### src/rtl/tbase_pkg.sv
package tbase_pkg;
  typedef enum logic {REG_CTRL = 1'b0, REG_CAP = 1'b1} tb_reg_e;

  localparam int unsigned B_KICK = 0;
  localparam int unsigned B_WDEN = 1;
  localparam int unsigned B_PSEL = 2;
  localparam int unsigned B_TBIE = 3;
  localparam int unsigned B_TBFL = 4;
  localparam int unsigned B_CPIE = 5;
  localparam int unsigned B_CPFL = 6;

  localparam logic [7:0] CTRL_WMASK = 8'h2E;
endpackage

### src/rtl/tbase_count.sv
module tbase_count #(
  parameter int unsigned PRESCALE  = 32,
  parameter int unsigned CNT_W     = 13,
  parameter int unsigned PER_SHORT = 250,
  parameter int unsigned PER_LONG  = 500
) (
  input  logic             clk,
  input  logic             rst_n,
  input  logic             osc_run,
  input  logic             per_sel,
  output logic [CNT_W-1:0] cnt,
  output logic             tick,
  output logic             tb_evt
);
  localparam logic [CNT_W-1:0] LAST_S = CNT_W'(PER_SHORT - 1);
  localparam logic [CNT_W-1:0] LAST_L = CNT_W'(PER_LONG - 1);

  function automatic logic period_done(input logic [CNT_W-1:0] c, input logic sel);
    return c >= (sel ? LAST_L : LAST_S);
  endfunction

  generate
    if (PRESCALE > 1) begin : g_div
      localparam int unsigned PS_W = $clog2(PRESCALE);
      localparam logic [PS_W-1:0] PS_LAST = PS_W'(PRESCALE - 1);
      logic [PS_W-1:0] presc;
      always_ff @(posedge clk or negedge rst_n) begin
        if (!rst_n)       presc <= '0;
        else if (osc_run) presc <= (presc == PS_LAST) ? '0 : presc + 1'b1;
      end
      assign tick = osc_run && (presc == PS_LAST);

      AST_TB_GAP: assert property (@(posedge clk) disable iff (!rst_n)
        tb_evt |=> !tb_evt);
    end else begin : g_nodiv
      assign tick = osc_run;
    end
  endgenerate

  assign tb_evt = tick && period_done(cnt, per_sel);

  always_ff @(posedge clk or negedge rst_n) begin
    if (!rst_n)     cnt <= '0;
    else if (tick)  cnt <= tb_evt ? '0 : cnt + 1'b1;
  end

  AST_CNT_RANGE: assert property (@(posedge clk) disable iff (!rst_n)
    cnt <= LAST_L);
  AST_CNT_FROZEN: assert property (@(posedge clk) disable iff (!rst_n)
    !osc_run |=> $stable(cnt));
  AST_EVT_NEEDS_OSC: assert property (@(posedge clk) disable iff (!rst_n)
    tb_evt |-> osc_run);
endmodule

### src/rtl/tbase_capture.sv
module tbase_capture #(
  parameter int unsigned CAP_W = 8
) (
  input  logic             clk,
  input  logic             rst_n,
  input  logic             cap_in,
  input  logic [CAP_W-1:0] cnt_hi,
  input  logic             rd_clr,
  output logic [CAP_W-1:0] cap_q,
  output logic             cap_flag,
  output logic             cap_evt
);
  logic s1, s2, s3;

  always_ff @(posedge clk or negedge rst_n) begin
    if (!rst_n) begin
      s1 <= 1'b0; s2 <= 1'b0; s3 <= 1'b0;
    end else begin
      s1 <= cap_in; s2 <= s1; s3 <= s2;
    end
  end

  assign cap_evt = s2 && !s3;

  always_ff @(posedge clk or negedge rst_n) begin
    if (!rst_n) begin
      cap_q    <= '0;
      cap_flag <= 1'b0;
    end else begin
      if (cap_evt)     cap_q <= cnt_hi;
      if (cap_evt)     cap_flag <= 1'b1;
      else if (rd_clr) cap_flag <= 1'b0;
    end
  end

  AST_CAP_LOAD: assert property (@(posedge clk) disable iff (!rst_n)
    cap_evt |=> (cap_flag && cap_q == $past(cnt_hi)));
  AST_CAP_RDCLR: assert property (@(posedge clk) disable iff (!rst_n)
    (rd_clr && !cap_evt) |=> !cap_flag);
  AST_CAP_HOLD: assert property (@(posedge clk) disable iff (!rst_n)
    !cap_evt |=> $stable(cap_q));
endmodule

### src/rtl/tbase_wdog.sv
module tbase_wdog #(
  parameter int unsigned WDG_PERIODS = 2
) (
  input  logic clk,
  input  logic rst_n,
  input  logic tb_evt,
  input  logic en,
  input  logic kick_set,
  output logic kick,
  output logic wdg_end,
  output logic rst_req
);
  localparam int unsigned WC_W = (WDG_PERIODS > 1) ? $clog2(WDG_PERIODS) : 1;
  localparam logic [WC_W-1:0] WC_LAST = WC_W'(WDG_PERIODS - 1);

  logic [WC_W-1:0] wcnt;

  always_ff @(posedge clk or negedge rst_n) begin
    if (!rst_n)      wcnt <= '0;
    else if (tb_evt) wcnt <= (wcnt == WC_LAST) ? '0 : wcnt + 1'b1;
  end

  assign wdg_end = tb_evt && (wcnt == WC_LAST);

  always_ff @(posedge clk or negedge rst_n) begin
    if (!rst_n) begin
      kick    <= 1'b0;
      rst_req <= 1'b0;
    end else begin
      if (kick_set)     kick <= 1'b1;
      else if (wdg_end) kick <= 1'b0;
      rst_req <= wdg_end && en && !kick;
    end
  end

  AST_KICK_CLR: assert property (@(posedge clk) disable iff (!rst_n)
    (wdg_end && !kick_set) |=> !kick);
  AST_KICK_STICKY: assert property (@(posedge clk) disable iff (!rst_n)
    (!wdg_end && kick) |=> kick);
  AST_WDG_PULSE: assert property (@(posedge clk) disable iff (!rst_n)
    rst_req |=> !rst_req);
  AST_WDG_CAUSE: assert property (@(posedge clk) disable iff (!rst_n)
    rst_req |-> ($past(en) && !$past(kick)));
endmodule

### src/rtl/tbase_timer.sv
module tbase_timer
  import tbase_pkg::*;
#(
  parameter int unsigned PRESCALE    = 32,
  parameter int unsigned CNT_W       = 13,
  parameter int unsigned CAP_W       = 8,
  parameter int unsigned PER_SHORT   = 250,
  parameter int unsigned PER_LONG    = 500,
  parameter int unsigned WDG_PERIODS = 2
) (
  input  logic       clk,
  input  logic       rst_n,
  input  logic       osc_run,
  input  logic       bus_wr,
  input  logic       bus_rd,
  input  logic       bus_addr,
  input  logic [7:0] bus_wdata,
  output logic [7:0] bus_rdata,
  input  logic       cap_in,
  output logic       tb_irq,
  output logic       cap_irq,
  output logic       wdg_rst_req
);
  localparam int unsigned CAP_LSB = CNT_W - CAP_W;

  logic [CNT_W-1:0] cnt;
  logic             tick, tb_evt;
  logic [CAP_W-1:0] cap_q;
  logic             cap_flag, cap_evt;
  logic             kick, wdg_end;
  logic [7:0]       ctrl_q;
  logic             tb_flag;

  logic wr_ctrl, rd_ctrl, rd_cap, kick_set;
  assign wr_ctrl  = bus_wr && (bus_addr == REG_CTRL);
  assign rd_ctrl  = bus_rd && (bus_addr == REG_CTRL);
  assign rd_cap   = bus_rd && (bus_addr == REG_CAP);
  assign kick_set = wr_ctrl && bus_wdata[B_KICK];

  tbase_count #(
    .PRESCALE(PRESCALE), .CNT_W(CNT_W),
    .PER_SHORT(PER_SHORT), .PER_LONG(PER_LONG)
  ) u_count (
    .clk(clk), .rst_n(rst_n), .osc_run(osc_run),
    .per_sel(ctrl_q[B_PSEL]), .cnt(cnt), .tick(tick), .tb_evt(tb_evt)
  );

  tbase_capture #(.CAP_W(CAP_W)) u_cap (
    .clk(clk), .rst_n(rst_n), .cap_in(cap_in),
    .cnt_hi(cnt[CNT_W-1:CAP_LSB]), .rd_clr(rd_cap),
    .cap_q(cap_q), .cap_flag(cap_flag), .cap_evt(cap_evt)
  );

  tbase_wdog #(.WDG_PERIODS(WDG_PERIODS)) u_wdog (
    .clk(clk), .rst_n(rst_n), .tb_evt(tb_evt), .en(ctrl_q[B_WDEN]),
    .kick_set(kick_set), .kick(kick), .wdg_end(wdg_end), .rst_req(wdg_rst_req)
  );

  always_ff @(posedge clk or negedge rst_n) begin
    if (!rst_n) begin
      ctrl_q  <= '0;
      tb_flag <= 1'b0;
    end else begin
      if (wr_ctrl)      ctrl_q <= bus_wdata & CTRL_WMASK;
      if (tb_evt)       tb_flag <= 1'b1;
      else if (rd_ctrl) tb_flag <= 1'b0;
    end
  end

  logic [7:0] status_bits;
  always_comb begin
    status_bits         = '0;
    status_bits[B_KICK] = kick;
    status_bits[B_TBFL] = tb_flag;
    status_bits[B_CPFL] = cap_flag;
  end

  always_comb begin
    if (bus_addr == REG_CTRL) bus_rdata = (ctrl_q & CTRL_WMASK) | status_bits;
    else                      bus_rdata = 8'(cap_q);
  end

  assign tb_irq  = tb_flag  && ctrl_q[B_TBIE];
  assign cap_irq = cap_flag && ctrl_q[B_CPIE];

  AST_TB_SET: assert property (@(posedge clk) disable iff (!rst_n)
    tb_evt |=> tb_flag);
  AST_TB_RDCLR: assert property (@(posedge clk) disable iff (!rst_n)
    (rd_ctrl && !tb_evt) |=> !tb_flag);
  AST_RO_FLAGS: assert property (@(posedge clk) disable iff (!rst_n)
    (wr_ctrl && !rd_ctrl && !tb_evt) |=> $stable(tb_flag));
  AST_RST_NEEDS_OSC: assert property (@(posedge clk) disable iff (!rst_n)
    $rose(wdg_rst_req) |-> $past(osc_run));
  AST_WDG_ON_END: assert property (@(posedge clk) disable iff (!rst_n)
    wdg_rst_req |-> $past(wdg_end));
  AST_CTRL_TOP: assert property (@(posedge clk) disable iff (!rst_n)
    !bus_addr |-> !bus_rdata[7]);
endmodule

### config.mk
export PLATFORM = sky130hd
export DESIGN_NAME = tbase_timer
export DESIGN_NICKNAME = d
export VERILOG_FILES = /design/src/rtl/tbase_pkg.sv /design/src/rtl/tbase_count.sv /design/src/rtl/tbase_capture.sv /design/src/rtl/tbase_wdog.sv /design/src/rtl/tbase_timer.sv
export SDC_FILE = /design/constraint.sdc
export NUM_CORES = 1
export LEC_CHECK = 0
export CORE_ASPECT_RATIO = 1.4
export CORE_MARGIN = 1.5
export CORE_UTILIZATION = 57
export DETAILED_ROUTE_END_ITERATION = 12
export PLACE_DENSITY_LB_ADDON = 0.1
export SLEW_MARGIN = 40
export SYNTH_ARGS = -nofsm -noshare
export SYNTH_HDL_FRONTEND = slang
export SYNTH_SLANG_ARGS = --single-unit
export TNS_END_PERCENT = 10
### constraint.sdc
create_clock -name clk -period 3.3 [get_ports clk]
set_input_delay 0.33 -clock clk [delete_from_list [all_inputs] [get_ports clk]]
set_output_delay 0.33 -clock clk [all_outputs]
set_load 0.01 [all_outputs]
# Word level (Yosys, flattened, before mapping)

Cells that the tools add are included.

Register bits after elaboration: 38
Bits in latches: 0
Memory bits (writable): 0
ROM bits: 0
Bits of input ports: 15
Output and inout bits: 11
Memories: 0

$add $sub $neg: 3
Multipliers: 0
Div/mod/pow operators: 0
$lt $le $gt $ge: 1
Equality and inequality tests: 1
Shift operators: 0
Muxes and demuxes: 11
Bitwise logic cells: 2
Reductions and logical operators: 17

Operators by type and width:

| operator              | number |
|---|---|
| $add 13x1->13 const B | 1 |
| $ge 13x13->1          | 1 |
| $mux 13               | 1 |
| $logic_and 1x1->1     | 12 |
| $mux 9                | 1 |
| $mux 8                | 1 |
| $mux 1                | 7 |
| $or 6x7->7            | 1 |
| $reduce_bool 2->1     | 3 |
| $add 5x1->5 const B   | 1 |
| $eq 5x5->1 const B    | 1 |
| $mux 5                | 1 |
| $logic_not 1->1       | 2 |
| $add 1x1->1 const B   | 1 |
| $not 1->1             | 1 |

# Depth between registers and ports, before layout

Gate-level depths: netlist of the first run.

Depth in word-level cells: 6
Gate-level depth with buffers: 7

# Modules after synthesis

A second synthesis of the first run with hierarchy kept.

Cell total of the unflattened synthesis: 160
Area total of the unflattened synthesis: 1940.6 sq um

Modules (own cells, without submodules):

| module        | times used | cells each | area an instance (sq um) |
|---|---|---|---|
| tbase_count   | 1          | 103        | 1012.2 |
| tbase_capture | 1          | 24         | 466.7 |
| tbase_timer   | 1          | 25         | 347.8 |
| tbase_wdog    | 1          | 8          | 113.9 |

# Least setup slack after synthesis of the first run

OpenSTA, ideal clock, no wires.

Kind: flip-flop to flip-flop
Start point: register u_count.cnt[8]
End point: register tb_flag
Setup time: 0.118 ns
Arrival time: 1.643 ns
Required time: 3.182 ns
Path slack: 1.539 ns
Cell stages (with the launch flop): 7
Path buffers: 1
Period minus slack after synthesis: 1.761 ns
Cell sequence: dfrtp_1 -> ha_1 -> or4_4 -> nor2_4 -> a21oi_4 -> buf_6 -> a21o_1

Word-level cells in the longest chain between the ends: 3
Elaborated cells on any way between the ends: 4

Ends and longest elaborated chain:

| item                                        | RTL line          | RTL |
|---|---|---|
| from (decl)                                 | tbase_count.sv:11 | `output logic [CNT_W-1:0] cnt,` |
| from (signal assigned)                      | tbase_count.sv:44 | `else if (tick) cnt <= tb_evt ? '0 : cnt + 1'b1;` |
| $ge 13x13->1 (*)                            | tbase_count.sv:19 | `return c >= (sel ? LAST_L : LAST_S);` |
| $logic_and 1x1->1 (*)                       | tbase_count.sv:40 | `assign tb_evt = tick && period_done(cnt, per_sel);` |
| $mux 1 or $reduce_bool 2->1 (tied branches) | --                |  |
| to (signal assigned)                        | tbase_timer.sv:62 | `tb_flag <= 1'b0;` |
| to (signal assigned)                        | tbase_timer.sv:65 | `if (tb_evt) tb_flag <= 1'b1;` |
| to (signal assigned)                        | tbase_timer.sv:66 | `else if (rd_ctrl) tb_flag <= 1'b0;` |
| to (decl)                                   | tbase_timer.sv:32 | `logic tb_flag;` |

Every way passes the cells marked *; elsewhere a longest branch is shown, timed or not.
A chain may end at the register's enable or synchronous reset.

# Final worst setup path of the first run

Start point: input port bus_addr
End point: output port bus_rdata[0]

Word-level cells in the longest chain between the ends: 1

Ends and longest elaborated chain:

| item        | RTL line          | RTL |
|---|---|---|
| from (decl) | tbase_timer.sv:16 | `input logic bus_addr,` |
| $mux 8      | tbase_timer.sv:79 | `if (bus_addr == REG_CTRL) bus_rdata = (ctrl_q & CTRL_WMASK) \| status_bits;` |
| to (decl)   | tbase_timer.sv:18 | `output logic [7:0] bus_rdata,` |

Every way passes these cells.

==> results of run 1 <==
==> final cells by class <==
class                   instances  area, um2
clock buffers                   7       86.3
multi-input cells             107        777
inverters                       6       22.5
repair buffers                 23        228
fillers                       216        820
well taps                      37       46.3
clock inverters                 1       5.00
flip-flops and latches         38        951
==> layer usage <==
| layer | GRT usage | up-vias | part of all wire |
|---|---|---|---|
| li1 | - | 597 | - |
| met1 | 0.252 | 591 | 0.41 |
| met2 | 0.360 | 31 | 0.53 |
| met3 | 0.0647 | 5 | 0.040 |
| met4 | 0.105 | 0 | 0.018 |
| met5 | 0 | - | 0 |
==> power groups by stage <==
stage	Clock, uW	Sequential [uW]	Combinational [uW]
2_1_floorplan	0	571	164
3_3_place_gp	0	580	221
3_5_place_dp	0	586	235
4_1_cts	330	577	235
5_1_grt	353	586	264
6_report	320	577	232
==> Yosys cell counts, types with 2 or more instances <==
| cell type | count |
|---|---|
| and2_1 | 4 |
| xnor2_1 | 4 |
| and3_1 | 2 |
| nor3_1 | 6 |
| a31oi_1 | 3 |
| inv_1 | 6 |
| a21oi_1 | 6 |
| dfrtp_1 | 38 |
| o21ai_0 | 7 |
| nand2_1 | 15 |
| buf_6 | 2 |
| ha_1 | 6 |
| nand3_1 | 6 |
| nor2_1 | 9 |
| mux2_2 | 21 |
| o22ai_1 | 3 |
| clkbuf_1 | 3 |
==> registers in the layout (all words and copies together) (netlist names) <==
name	count
u_cap.s2	1
u_cap.cap_flag	1
u_count.cnt	13
u_cap.s3	1
u_wdog.wcnt	1
u_cap.cap_q	8
u_cap.s1	1
tb_flag	1
u_wdog.kick	1
ctrl_q	4
u_wdog.rst_req	1
u_count.g_div.presc	5
==> worst max-delay path by stage <==
stage,cells after the start,slack [ns],to
2_1_floorplan,6,1.54,tb_flag
3_3_place_gp,3,1.04,bus_rdata[1]
3_5_place_dp,3,1.04,bus_rdata[0]
4_1_cts,3,1.03,bus_rdata[0]
5_1_grt,3,0.93,bus_rdata[5]
6_report,3,1.05,bus_rdata[0]
==> layout by cell type, fill, tap and decap left out <==
cell	Yosys	final
nor2_4	1	1
clkbuf_1	3	1
xnor2_1	4	4
and4b_1	1	1
ha_1	6	6
a31oi_1	3	3
xor2_1	1	1
or3_1	1	1
or3_4	1	1
nor3b_1	1	1
nand3_1	6	6
or2b_1	1	1
nor2b_1	1	1
a21oi_4	1	1
or4_4	1	1
a2111oi_0	1	1
dfrtp_1	38	38
nand4_2	1	1
and3_1	2	2
a21o_1	1	1
clkbuf_8	0	6
mux2_2	21	21
o21ai_0	7	7
buf_4	0	1
clkdlybuf4s50_1	0	22
inv_1	6	6
nand2_1	15	15
a41oi_1	1	1
nor3_1	6	6
and2_1	4	4
clkinv_2	0	1
a21oi_1	6	6
nand2b_1	1	1
nor2_1	9	9
o22ai_1	3	3
==> per-stage QoR <==
stage / hold slack, ns / total power [uW] / util / instance area, um2
final: 0.351 / 1130 / 0.721 / 2120
after detailed placement: 0.338 / 820 / 0.690 / 2020
after global placement: 0.333 / 801 / 0.690 / 2020
after global routing: 0.357 / 1200 / 0.721 / 2120
after floorplan: 0.0344 / 735 / - / 1780
after CTS: 0.354 / 1140 / 0.721 / 2120
==> kinds of logic after synthesis <==
family / count (synthesis)
muxes: 21
DFF: 38
adders and majority gates: 6
buffers and inverters: 11
and+or+nand+nor: 52
AOI/OAI and AO/OA: 23
xor gates and xnor gates: 5
==> impl_metrics.csv, run 1 <==
group,metric,value,unit
placed_design,port_buffers,22,
worst_setup_path,critPathArrivalTime,1.92,ns
worst_setup_path,crit_type,"primary input to primary output",
min_path,min_path_cells,0,
final_layout,syn_to_final_growth,18.6,%
synthesis,async_flop_share,1.00,
worst_setup_path,crit_slowest_cell,"clkdlybuf4s50_1",
synthesis,syn_avg_cell_area,11.4,um2
synthesis,synth_fp_nets,177,
worst_setup_path,r2r.worst_path.cells,7,
floorplan,initial_core_util,0.608,
placed_design,dpl_worst_slack,1.04,ns
power,power_frac_seq,0.511,
global_route,grt_max_degree,39,
final_layout,drive_gt1_frac,0.187,
worst_setup_path,path_buf_inv,2,
clock_tree,clkLatencyLatePin,0.29,ns
power,pwr-share-comb,0.205,
timing,setup_viol_count_final,0,
clock_tree,cts_buffer_depth,2,
final_layout,fin_cells,219,
clock_tree,cts_root_buf,"clkbuf_8",
clock_tree,cts_made_buffers,5,
min_path,hold_class,"flop to flop",
clock_tree,clk_pin_slew,0.07,ns
timing,final-hold-violation-count,0,
timing,relSlewSlack,0.594,
floorplan,die_h,69.2,um
synthesis,yosys_warnings,0,
synthesis,synthFlopType,"dfrtp_1",
synthesis,synthXorXnorAreaFrac,0.0245,
status,status,"finished clean",
global_route,grt_overflow,0,
synthesis,yosys-top-cells-area,"dfrtp_1 (53%), mux2_2 (13%), ha_1 (4.2%)",
worst_setup_path,max_stage_delay,0.73,ns
clock_tree,htree_levels,2,
final_layout,nets,202,
worst_setup_path,path_cells,"clkdlybuf4s50_1, mux2_2, clkdlybuf4s50_1",
timing,slew_viol_final,0,
worst_setup_path,worstSetupEndpointType,"primary output",
power,power_density,533,nW/um2
floorplan,die_w,50.3,um
clock_tree,cts_tree,"done",
worst_setup_path,cp.required,2.97,ns
synthesis,syn_area,1780,um2
power,switching_share,0.279,
min_path,hp-start,"u_cap.s1",
routing,postRouteAntennaNets,0,
power,p_int,813,uW
clock_tree,ctsHoldBuffers,0,
synthesis,synthCells,156,
synthesis,yosysTopAreaCell,"dfrtp_1",
timing,fin_crit_sh,0.683,
synthesis,ys_ff_latch,38,
power,p_clk_frac,0.284,
timing,fin_tns_setup,0,ns
power,ir_worst_vdd,409,uV
synthesis,synth_seq_area_share,0.533,
clock_tree,clock-sinks,38,
worst_setup_path,r2r-start,"u_count.g_div.presc[0]",
synthesis,synth_compound_area_frac,0.0806,
worst_setup_path,worst_setup_path_start_kind,"primary input",
worst_setup_path,crit_start,"bus_addr",
job,drv_cap,0,
floorplan,fp.dieArea,3480,um2
min_path,whs_endpoint,"u_cap.s2",
floorplan,ios,26,
routing,first_pass_iters,5,
global_route,grt_usage,0.217,
power,p_leak,0.000983,uW
timing,finClkSkew,0.00221,ns
synthesis,synth_top_cell_area_share,0.533,
timing,worstMarginPinSlew,0.607,ns
placed_design,place.gp.congestion,0.809,
worst_setup_path,cp_top_family,"buffers and inverters",
timing,grt_setup_unrepaired,"false",
synthesis,synth_fa_ha_area_frac,0.0421,
worst_setup_path,reg2reg_to,"u_count.cnt[8]",
power,p_switching,315,uW
worst_setup_path,crit_top_cell,"clkdlybuf4s50_1",
timing,min_period,2.25,ns
worst_setup_path,crit_fanout,12,
timing,setup_ws,1.05,ns
synthesis,muxShareOfSynthArea,0.133,
synthesis,yosys.area_share.simple,0.156,
placed_design,place_inst,211,
clock_tree,cts_resized,0,
worst_setup_path,rrSetupSlack,1.25,ns
synthesis,synth_top_family_by_area,"simple AND/OR/NAND/NOR gates",
placed_design,hpwl,2.24,mm
routing,remaining_drc_errors,0,
final_layout,n_antenna_cell,0,
routing,vias_per_cell,5.59,
routing,detail_route.wl_per_cell,14.3,um
routing,drt-total-wl,3.14,mm
floorplan,rows,23,
floorplan,core,2940,um2
global_route,grt_pass1_wl,5.57,mm
global_route,grt_pass1_vias,1212,
routing,num_vias,1224,
global_route,antenna_found_initial,0,
synthesis,synth-edff-count,0,
timing,fmaxAchievable,443,MHz
synthesis,synth_cell_types,32,
clock_tree,cts_setup_buffers,0,
routing,drt-initial-drc-count,34,
Note: power is estimated with default switching activity, not from simulation.
==> run 2, diff against run 1 <==
Settings changed: CORE_UTILIZATION 57 to 53.
Clock period 3.3 ns to 2.2 ns, I/O delays scaled along.
==> impl_metrics.csv, run 2 (synthesized netlist as in run 1, its figures left out) <==
group,metric,value,unit
worst_setup_path,crit_fanout,12,
clock_tree,clkLatencyLatePin,0.29,ns
global_route,grt_overflow,0,
clock_tree,cts_buffer_depth,2,
global_route,antenna_found_initial,0,
global_route,grt_pass1_wl,5.70,mm
power,p_clk_frac,0.371,
placed_design,port_buffers,22,
worst_setup_path,worst_setup_path_start_kind,"primary input",
placed_design,place.gp.congestion,0.797,
global_route,grt_usage,0.211,
clock_tree,cts_setup_buffers,0,
global_route,grt_max_degree,39,
timing,setup_ws,0.123,ns
timing,fin_crit_sh,0.944,
timing,relSlewSlack,0.647,
job,drv_cap,0,
clock_tree,cts_tree,"done",
worst_setup_path,cp.required,1.98,ns
floorplan,initial_core_util,0.566,
worst_setup_path,crit_type,"primary input to primary output",
final_layout,nets,205,
floorplan,ios,26,
final_layout,largest_reg_flops,13,
power,switching_share,0.252,
timing,slew_viol_final,0,
floorplan,die_w,52.0,um
clock_tree,cts_resized,0,
power,p_switching,491,uW
placed_design,hpwl,2.53,mm
timing,min_period,2.08,ns
routing,vias_per_cell,5.74,
worst_setup_path,r2r.worst_path.cells,7,
timing,final-hold-violation-count,0,
routing,first_pass_iters,4,
power,p_leak,0.00102,uW
timing,setup_viol_count_final,0,
worst_setup_path,critPathArrivalTime,1.86,ns
power,ir_worst_vdd,581,uV
floorplan,core,3150,um2
final_layout,largest-register,"u_count.cnt",
routing,drt-initial-drc-count,26,
min_path,hp-start,"u_cap.s1",
timing,holdWs,0.349,ns
timing,grt_setup_unrepaired,"false",
power,power_density,888,nW/um2
clock_tree,htree_levels,2,
worst_setup_path,worstSetupEndpointType,"primary output",
final_layout,final_common_cell,"dfrtp_1",
power,power,1950,uW
timing,fmaxAchievable,481,MHz
clock_tree,clk_pin_slew,0.07,ns
final_layout,reg_top3,"u_count.cnt: 13 flops, u_cap.cap_q: 8 flops, u_count.g_div.presc: 5 flops",
routing,postRouteAntennaNets,0,
worst_setup_path,rrSetupSlack,0.20,ns
final_layout,drive_gt1_frac,0.205,
clock_tree,ctsHoldBuffers,0,
final_layout,mostFrequentLayoutCells,"dfrtp_1 (38), mux2_2 (21), clkdlybuf4s50_1 (21)",
power,pwr-share-comb,0.183,
clock_tree,cts_made_buffers,5,
timing,fin_tns_setup,0,ns
worst_setup_path,reg2reg_to,"u_count.cnt[8]",
timing,finClkSkew,0.00596,ns
floorplan,fp.dieArea,3730,um2
global_route,grt_pass1_vias,1320,
min_path,hold_class,"flop to flop",
clock_tree,clock-sinks,38,
final_layout,syn_to_final_growth,22.9,%
floorplan,rows,24,
min_path,min_path_cells,0,
placed_design,dpl_worst_slack,0.111,ns
min_path,whs_endpoint,"u_cap.s2",
status,status,"finished clean",
timing,worstMarginPinSlew,0.525,ns
routing,detail_route.wl_per_cell,15.6,um
power,p_int,1460,uW
final_layout,n_antenna_cell,0,
routing,remaining_drc_errors,0,
routing,drt-total-wl,3.50,mm
worst_setup_path,r2r-start,"u_count.g_div.presc[0]",
clock_tree,cts_root_buf,"clkbuf_8",
power,power_frac_seq,0.446,
floorplan,die_h,71.7,um
routing,num_vias,1285,
==> run 2: cell types whose count changed in the layout (fill, tap and decap cells not counted), sizes merged <==
cell           before  now
bufinv              0    2
buf                 1    4
clkinv              1    0
clkdlybuf4s50      22   21
clkbuf              7    6
dlygate4sd3         0    1
==> run 2: through the flow <==
| stage | cells | util | instance area, um2 |
|---|---|---|---|
| finish | 224 | 0.695 | 2190 |
| global route | 224 | 0.695 | 2190 |
| floorplan | 156 | - | 1780 |
| detailed placement | 215 | 0.646 | 2040 |
| global placement | 215 | 0.646 | 2040 |
| CTS | 223 | 0.691 | 2180 |
==> run 2: power groups by stage <==
| stage | Combinational (uW) | Sequential (uW) | Clock, uW |
|---|---|---|---|
| floorplan | 246 | 857 | 0 |
| global placement | 336 | 871 | 0 |
| detailed placement | 357 | 882 | 0 |
| CTS | 361 | 870 | 737 |
| global route | 414 | 882 | 760 |
| finish | 356 | 869 | 722 |
==> run 2: layout make-up <==
class / instances / area (um2)
inverter: 6 / 22.5
tap: 39 / 48.8
clock buffer: 6 / 82.6
sequential: 38 / 951
clock inverter: 2 / 60.1
multi-input combinational: 107 / 777
timing repair buffer: 26 / 250
fill: 243 / 961
==> run 2: worst max-delay path by stage <==
stage / start / to / depth (start not counted)
detailed placement: bus_addr / bus_rdata[1] / 3
global route: u_count.g_div.presc[0] / u_count.cnt[8] / 7
finish: bus_addr / bus_rdata[1] / 3
CTS: bus_addr / bus_rdata[1] / 3
floorplan: u_count.cnt[8] / tb_flag / 6
global placement: bus_addr / bus_rdata[1] / 3
==> run 2: critical path: stages <==
cell	delay (ns)
clkdlybuf4s50_1	0.76
mux2_2	0.40
clkdlybuf4s50_1	0.48
==> run 2: layer usage <==
layer | vias up | part of all wire | global-route usage
li1 | 607 | - | -
met2 | 30 | 0.55 | 0.377
met5 | - | 0 | 0
met3 | 10 | 0.039 | 0.0563
met1 | 638 | 0.38 | 0.216
met4 | 0 | 0.027 | 0.111
==> run 3, diff against run 2 <==
Settings changed: CORE_MARGIN 1.5 to unset.
==> impl_metrics.csv, run 3 (synthesized netlist as in run 1, its figures left out) <==
group,metric,value,unit
timing,fin_tns_setup,0,ns
timing,holdWs,0.354,ns
final_layout,regArea,951,um2
global_route,grt_pass1_wl,5.75,mm
global_route,grt_max_degree,39,
power,power_density,828,nW/um2
placed_design,port_buffers,22,
status,status,"finished clean",
timing,finClkSkew,0.00585,ns
worst_setup_path,cp_top_family,"buffers and inverters",
final_layout,drive_gt1_frac,0.195,
clock_tree,cts_root_buf,"clkbuf_8",
placed_design,hpwl,2.45,mm
worst_setup_path,worst_setup_path_start_kind,"primary input",
floorplan,rows,24,
worst_setup_path,cp.depth,3,
worst_setup_path,crit_type,"primary input to primary output",
floorplan,die_h,70.7,um
power,p_int,1310,uW
floorplan,die_w,51.0,um
power,ir_worst_vdd,718,uV
min_path,min_path_cells,0,
global_route,antenna_found_initial,0,
timing,relSlewSlack,0.686,
routing,vias_per_cell,5.78,
worst_setup_path,crit_fanout,12,
routing,postRouteAntennaNets,0,
clock_tree,cts_setup_buffers,0,
timing,slew_viol_final,0,
power,p_leak,0.00100,uW
final_layout,fillers,251,
worst_setup_path,critPathArrivalTime,1.82,ns
routing,detail_route.wl_per_cell,14.9,um
global_route,grt_pass1_vias,1328,
final_layout,n_antenna_cell,0,
final_layout,mostFrequentLayoutCells,"dfrtp_1 (38), clkdlybuf4s50_1 (22), mux2_2 (21)",
clock_tree,ctsHoldBuffers,0,
worst_setup_path,worstSetupEndpointType,"primary output",
final_layout,largest_reg_flops,13,
timing,setup_viol_count_final,0,
job,drv_cap,0,
clock_tree,cts_made_buffers,5,
timing,worstMarginPinSlew,0.471,ns
timing,min_period,2.04,ns
worst_setup_path,max_stage_delay,0.73,ns
power,p_switching,474,uW
worst_setup_path,path_buf_inv,2,
power,power_frac_seq,0.484,
clock_tree,cts_resized,0,
floorplan,ios,26,
min_path,hold_class,"flop to flop",
floorplan,initial_core_util,0.566,
final_layout,nets,205,
floorplan,core,3150,um2
timing,fin_crit_sh,0.927,
final_layout,multi_input_area,777,um2
clock_tree,cts_tree,"done",
routing,drt-initial-drc-count,31,
power,switching_share,0.266,
routing,num_vias,1295,
routing,remaining_drc_errors,0,
worst_setup_path,crit_top_cell,"clkdlybuf4s50_1",
clock_tree,cts_buffer_depth,2,
placed_design,place.gp.congestion,0.799,
floorplan,fp.dieArea,3610,um2
global_route,grt_usage,0.217,
final_layout,reg_top3,"u_count.cnt: 13 flops, u_cap.cap_q: 8 flops, u_count.g_div.presc: 5 flops",
worst_setup_path,path_cells,"clkdlybuf4s50_1, mux2_2, clkdlybuf4s50_1",
power,pwr-share-comb,0.197,
routing,first_pass_iters,4,
worst_setup_path,crit_slowest_cell,"clkdlybuf4s50_1",
routing,drt-total-wl,3.34,mm
clock_tree,htree_levels,2,
worst_setup_path,cp.required,1.98,ns
timing,fmaxAchievable,491,MHz
worst_setup_path,r2r.worst_path.cells,6,
clock_tree,clkLatencyLatePin,0.29,ns
timing,final-hold-violation-count,0,
clock_tree,clock-sinks,38,
final_layout,syn_to_final_growth,20.8,%
global_route,grt_overflow,0,
clock_tree,clk_pin_slew,0.07,ns
timing,grt_setup_unrepaired,"false",
final_layout,final_common_cell,"dfrtp_1",
power,p_clk_frac,0.320,
final_layout,final_core_util,0.684,
final_layout,largest-register,"u_count.cnt",
## run 3: metrics by stage
step / cell area, um2 / setup slack [ns] / total power, uW / instances
2_1_floorplan: 1780 / 0.439 / 1100 / 156
3_3_place_gp: 2050 / 0.166 / 1210 / 216
3_5_place_dp: 2050 / 0.160 / 1230 / 216
4_1_cts: 2160 / 0.154 / 1800 / 224
5_1_grt: 2160 / 0.0127 / 1900 / 224
6_report: 2160 / 0.161 / 1790 / 224
## run 3: area by class of cell
cell class | instances | area share
Timing Repair Buffer | 26 | 0.116
Inverter | 6 | 0.0104
Sequential cell | 38 | 0.441
Clock inverter | 1 | 0.0139
Clock buffer | 7 | 0.0354
Tap cell | 39 | 0.0226
Multi-Input combinational cell | 107 | 0.360
## run 3: per-layer routing
metal	track usage	part of all wire	vias up
met5	0	0	-
met4	0.0988	0.023	0
met3	0.0581	0.049	7
met2	0.376	0.54	41
met1	0.242	0.39	644
li1	-	-	603
## run 3: worst paths after layout
path	slack (ns)	to	startpoint
max	0.16	bus_rdata[1]	bus_addr
min	0.35	u_cap.s2	u_cap.s1
max reg2reg	0.25	u_wdog.rst_req	ctrl_q[2]
min reg2reg	0.35	u_cap.s2	u_cap.s1
max in group asynchronous	1.51	u_wdog.wcnt	rst_n
min in group asynchronous	0.36	u_cap.cap_q[7]	rst_n
## run 3: power groups by stage
stage | sequential, uW | combinational (uW) | clock [uW]
after floorplan | 857 | 246 | 0
after global placement | 871 | 338 | 0
after detailed placement | 878 | 356 | 0
after CTS | 864 | 358 | 583
after global routing | 880 | 411 | 610
final | 864 | 351 | 571
